**config.mk**
```make
export PLATFORM = sky130hd
export DESIGN_NAME = dual_decade_counter
export DESIGN_NICKNAME = d
export VERILOG_FILES = /design/src/rtl/dual_decade_counter_pkg.sv /design/src/rtl/decade_stage.sv /design/src/rtl/stage_glue.sv /design/src/rtl/dual_decade_counter.sv
export SDC_FILE = /design/constraint.sdc
export NUM_CORES = 1
export LEC_CHECK = 0
export BUFFER_PORTS_ARGS = -buffer_cell sky130_fd_sc_hd__buf_4
export CAP_MARGIN = 5
export CELL_PAD_IN_SITES_DETAIL_PLACEMENT = 1
export CELL_PAD_IN_SITES_GLOBAL_PLACEMENT = 2
export CORE_MARGIN = 5
export CORE_UTILIZATION = 31
export CTS_CLUSTER_SIZE = 30
export DETAILED_ROUTE_END_ITERATION = 8
export GPL_TIMING_DRIVEN = 0
export PLACE_DENSITY_LB_ADDON = 0.1
export SKIP_LAST_GASP = 1
export SLEW_MARGIN = 20
export SYNTH_ARGS = -nofsm -noshare
export SYNTH_HDL_FRONTEND = slang
export SYNTH_HIERARCHICAL = 1
export SYNTH_SLANG_ARGS = --single-unit
export TNS_END_PERCENT = 20
```
**constraint.sdc**
```tcl
create_clock -name clk -period 3.15 [get_ports clk]
set_input_delay 0.315 -clock clk [delete_from_list [all_inputs] [get_ports clk]]
set_output_delay 0.315 -clock clk [all_outputs]
set_load 0.05 [all_outputs]
```
**src/rtl/dual_decade_counter_pkg.sv**
```systemverilog
package dual_decade_counter_pkg;

  typedef enum logic [1:0] {
    CMD_KEEP  = 2'b00,
    CMD_STEP  = 2'b01,
    CMD_TAKE  = 2'b10,
    CMD_CLEAR = 2'b11
  } digit_cmd_t;

  // Command seen by a higher stage, given the external command and the
  // qualified roll of the stage below it.
  function automatic digit_cmd_t upper_cmd(input digit_cmd_t ext, input logic below_rolls);
    digit_cmd_t res;
    unique case (ext)
      CMD_STEP:  res = below_rolls ? CMD_STEP : CMD_KEEP;
      CMD_TAKE:  res = CMD_TAKE;
      CMD_CLEAR: res = CMD_CLEAR;
      default:   res = CMD_KEEP;
    endcase
    return res;
  endfunction

endpackage

```
**src/rtl/decade_stage.sv**
```systemverilog
module decade_stage
  import dual_decade_counter_pkg::*;
#(
  parameter int DW    = 4,
  parameter int RADIX = 10
) (
  input  logic          clk,
  input  logic          rst_n,
  input  digit_cmd_t    cmd_i,
  input  logic [DW-1:0] par_i,
  output logic [DW-1:0] val_o,
  output logic          roll_now_o,
  output logic          roll_reg_o
);

  localparam logic [DW-1:0] TOP_VAL = DW'(RADIX - 1);

  logic [DW-1:0] val_q;
  logic          roll_q;

  // Next value when stepping: wrap at the top, force 0 when out of range.
  function automatic logic [DW-1:0] step_val(input logic [DW-1:0] cur);
    if (cur >= TOP_VAL) return '0;
    return cur + 1'b1;
  endfunction

  function automatic logic is_top(input logic [DW-1:0] cur);
    return cur == TOP_VAL;
  endfunction

  always_ff @(posedge clk) begin
    if (!rst_n) begin
      val_q  <= '0;
      roll_q <= 1'b0;
    end else begin
      unique case (cmd_i)
        CMD_STEP: begin
          val_q  <= step_val(val_q);
          roll_q <= is_top(val_q);
        end
        CMD_TAKE:  val_q <= par_i;
        CMD_CLEAR: val_q <= '0;
        default: ;
      endcase
    end
  end

  assign val_o      = val_q;
  assign roll_reg_o = roll_q;
  assign roll_now_o = is_top(val_q) && (cmd_i == CMD_STEP);

endmodule

```
**src/rtl/stage_glue.sv**
```systemverilog
module stage_glue
  import dual_decade_counter_pkg::*;
(
  input  digit_cmd_t ext_cmd_i,
  input  logic       below_roll_i,
  output digit_cmd_t cmd_o
);

  always_comb cmd_o = upper_cmd(ext_cmd_i, below_roll_i);

endmodule

```
**src/rtl/dual_decade_counter.sv**
```systemverilog
module dual_decade_counter
  import dual_decade_counter_pkg::*;
#(
  parameter int DIGIT_W = 4,
  parameter int RADIX   = 10
) (
  input  logic                 clk,
  input  logic                 rst_n,
  input  logic [1:0]           ctrl_i,
  input  logic [2*DIGIT_W-1:0] load_i,
  output logic [DIGIT_W-1:0]   ones_o,
  output logic [DIGIT_W-1:0]   tens_o,
  output logic [1:0]           wrapped_o,
  output logic                 carry_o
);

  localparam int NDIG = 2;

  digit_cmd_t         ext_cmd;
  digit_cmd_t         stage_cmd [NDIG];
  logic [DIGIT_W-1:0] stage_val [NDIG];
  logic [NDIG-1:0]    roll_now;
  logic [NDIG-1:0]    roll_reg;

  // Named event wires for the checker.
  logic [1:0] tens_cmd;
  logic       ones_roll_now;

  assign ext_cmd = digit_cmd_t'(ctrl_i);

  for (genvar k = 0; k < NDIG; k++) begin : g_stage
    if (k == 0) begin : g_first
      assign stage_cmd[k] = ext_cmd;
    end else begin : g_chain
      stage_glue u_glue (
        .ext_cmd_i    (ext_cmd),
        .below_roll_i (roll_now[k-1]),
        .cmd_o        (stage_cmd[k])
      );
    end

    decade_stage #(
      .DW    (DIGIT_W),
      .RADIX (RADIX)
    ) u_digit (
      .clk        (clk),
      .rst_n      (rst_n),
      .cmd_i      (stage_cmd[k]),
      .par_i      (load_i[k*DIGIT_W +: DIGIT_W]),
      .val_o      (stage_val[k]),
      .roll_now_o (roll_now[k]),
      .roll_reg_o (roll_reg[k])
    );
  end

  assign ones_o        = stage_val[0];
  assign tens_o        = stage_val[1];
  assign wrapped_o     = roll_reg;
  assign carry_o       = roll_now[NDIG-1];
  assign tens_cmd      = stage_cmd[1];
  assign ones_roll_now = roll_now[0];

endmodule

```
==> qor.txt <==
Post-CTS Hold Buffers: 0
CP endpoint kind: output port
HP Class: in -> reg
worst clock skew: 3.37 ps
mapped cell area: 682 um2
Final period util: 0.720
initial antenna violation count: 0
Num CTS Buffers: 3
final WL: 1740 um
met1 wire length: 876 um
Post-layout nets: 111
post-cts sizing count: 0
FMAX: 441 MHz
final setup margin: 881 ps
die width: 56.9 um
DR pass1 iterations: 2
CTS tree: built
Worst-path clk slew: 80 ps
routed wl met2: 736 um
Port Buf Inserts: 22
startpoint types: flip-flop
Final Core Density: 0.427
Top Layer Used: met4
Final Hold Viols: 0
DRT iter0 DRCs: 4
fin crit period: 2270 ps
MaxCap Viol Count: 0
Vias: 585
Cells after Synth: 66
row cnt: 17
vias per cell: 4.88
Worst Tran Pin Value: 290 ps
post-route setup TNS: 0 ps
outcome: finished, final reports clean
syn nets: 84
Worst EP required: 2830 ps
Synth Area per Inst: 10.3 um2
io pins: 23
DP HPWL: 1340 um
metal3 WL: 83 um
CP max FO: 6
clock sinks: 10
WP data arrival: 1950 ps
CORE AREA: 2150 um2
Yosys cell types: 19
final instance area: 918 um2
Area Growth Syn to Fin: 34.7%
share of layout cells above drive strength 1: 0.391
GP Congestion: 0.751
Final ANT Viol Nets: 0
sequential share of the synthesized area: 0.294
Pwr Density: 390 nW/um2
maximum number of pins on one net before global-route repair: 11
H-tree levels: 1
placed insts: 116
final setup vio count: 0
first-pass GRT wire length: 2970 um
gr usage total: 0.121
clk_lat worst skew: 280 ps
# DRC: 0
unrepaired setup endpoints after global routing: no
Synth Register Bits: 10
Ant. Diodes: 0
clock tree buffer depth: 2
DIE AREA: 3240 um2
Slew Limit Headroom: 0.807
Final Slew Violations: 0
clk root buf: clkbuf_4
pre-CTS WS: 1100 ps
Die Y: 56.9 um
fin cells: 120
P_leak: 0.000418 uW
maximum VDD drop: 0.000209 V
starting density of the core: 0.317
Post-Place Cell Area: 882 um2
drt wl/cell: 14.5 um
post-CTS setup buffers: 0
Worst Path Class, Setup: reg -> out
number of global-route vias before repair: 644
Synthesis Warnings: 6
total gr overflow: 0
[cells by family (layout without fill, tap and decap cells)]
family,count (synthesis),count (layout),share of synthesized area
DFF,10,10,0.294
AOI/OAI and AO/OA,13,13,0.150
buffers and inverters,7,33,0.0605
xor gates and xnor gates,2,2,0.0257
and+or+nand+nor,20,20,0.242
adders and majority gates,6,6,0.110
muxes,8,8,0.117
[state kept, by name, indices dropped and copies added, names as in the netlist]
register,cells
g_stage.u_digit/roll_reg_o,2
g_stage.u_digit/val_o,8
[Yosys cell counts, drive strengths merged]
library cell	number	area, um2
a21oi	2	10.0
and2b	2	20.0
and4b	4	40.0
buf	2	22.5
clkbuf	1	3.75
dfxtp	10	200
ha	6	75.1
inv	4	15.0
mux2i	8	80.1
nand2	2	7.51
nand2b	2	12.5
nand3	4	20.0
nor2b	4	40.0
nor3b	2	25.0
o21a	3	22.5
o22ai	6	37.5
o32ai	2	32.5
xnor2	2	17.5
[cell type report]
class | instances | area, um2
Tap cell | 28 | 35.0
Timing Repair Buffer | 22 | 165
Fill cell | 251 | 1230
Multi-Input combinational cell | 49 | 440
Inverter | 4 | 15.0
Buffer | 3 | 26.3
Clock buffer | 4 | 36.3
Sequential cell | 10 | 200
[power breakdown]
part / internal [uW] / switching (uW) / total [uW]
combinational: 40.9 / 51.1 / 92.0
clock: 70.4 / 52.7 / 123
sequential: 133 / 10.2 / 143
total: 244 / 114 / 358
[per-layer routing]
metal / track usage / vias up
li1: - / 290
met1: 0.164 / 276
met2: 0.166 / 14
met3: 0.0299 / 5
met4: 0.0795 / 0
met5: 0 / -
[critical path, cell delays in order (launching register included)]
cell	delay (ps)
dfxtp_1	460
ha_1	220
and4b_1	220
o21a_1	130
nor2b_4	180
and4b_1	250
buf_4	210
[layout by cell type, fill, tap and decap left out]
master	n
a21oi_1	2
and2b_4	2
and4b_1	4
buf_4	22
buf_6	2
clkbuf_1	1
clkbuf_4	3
clkbuf_8	1
dfxtp_1	10
ha_1	6
inv_1	4
mux2i_1	8
nand2_1	2
nand2b_1	2
nand3_1	4
nor2b_1	2
nor2b_4	2
nor3b_2	2
o21a_1	3
o22ai_1	6
o32ai_2	2
xnor2_1	2
[through the flow]
stage | total power [uW] | hold slack [ps]
6_report | 358 | 309
5_1_grt | 377 | 334
4_1_cts | 364 | 307
3_3_place_gp | 237 | 566
3_5_place_dp | 239 | 573
2_1_floorplan | 205 | 432
[final timing paths]
path | to | cells after the start | start | slack (ps)
max | carry_o | 6 | g_stage[0].u_digit/val_o[0]$_SDFFE_PN0P_ | 880
min | g_stage[1].u_digit/val_o[1]$_SDFFE_PN0P_ | 3 | load_i[5] | 310
max reg2reg | g_stage[1].u_digit/roll_reg_o$_SDFFE_PN0N_ | 7 | g_stage[0].u_digit/val_o[1]$_SDFFE_PN0P_ | 1460
min reg2reg | g_stage[1].u_digit/roll_reg_o$_SDFFE_PN0N_ | 2 | g_stage[1].u_digit/roll_reg_o$_SDFFE_PN0N_ | 590
Power figures use the tool's default switching activity.
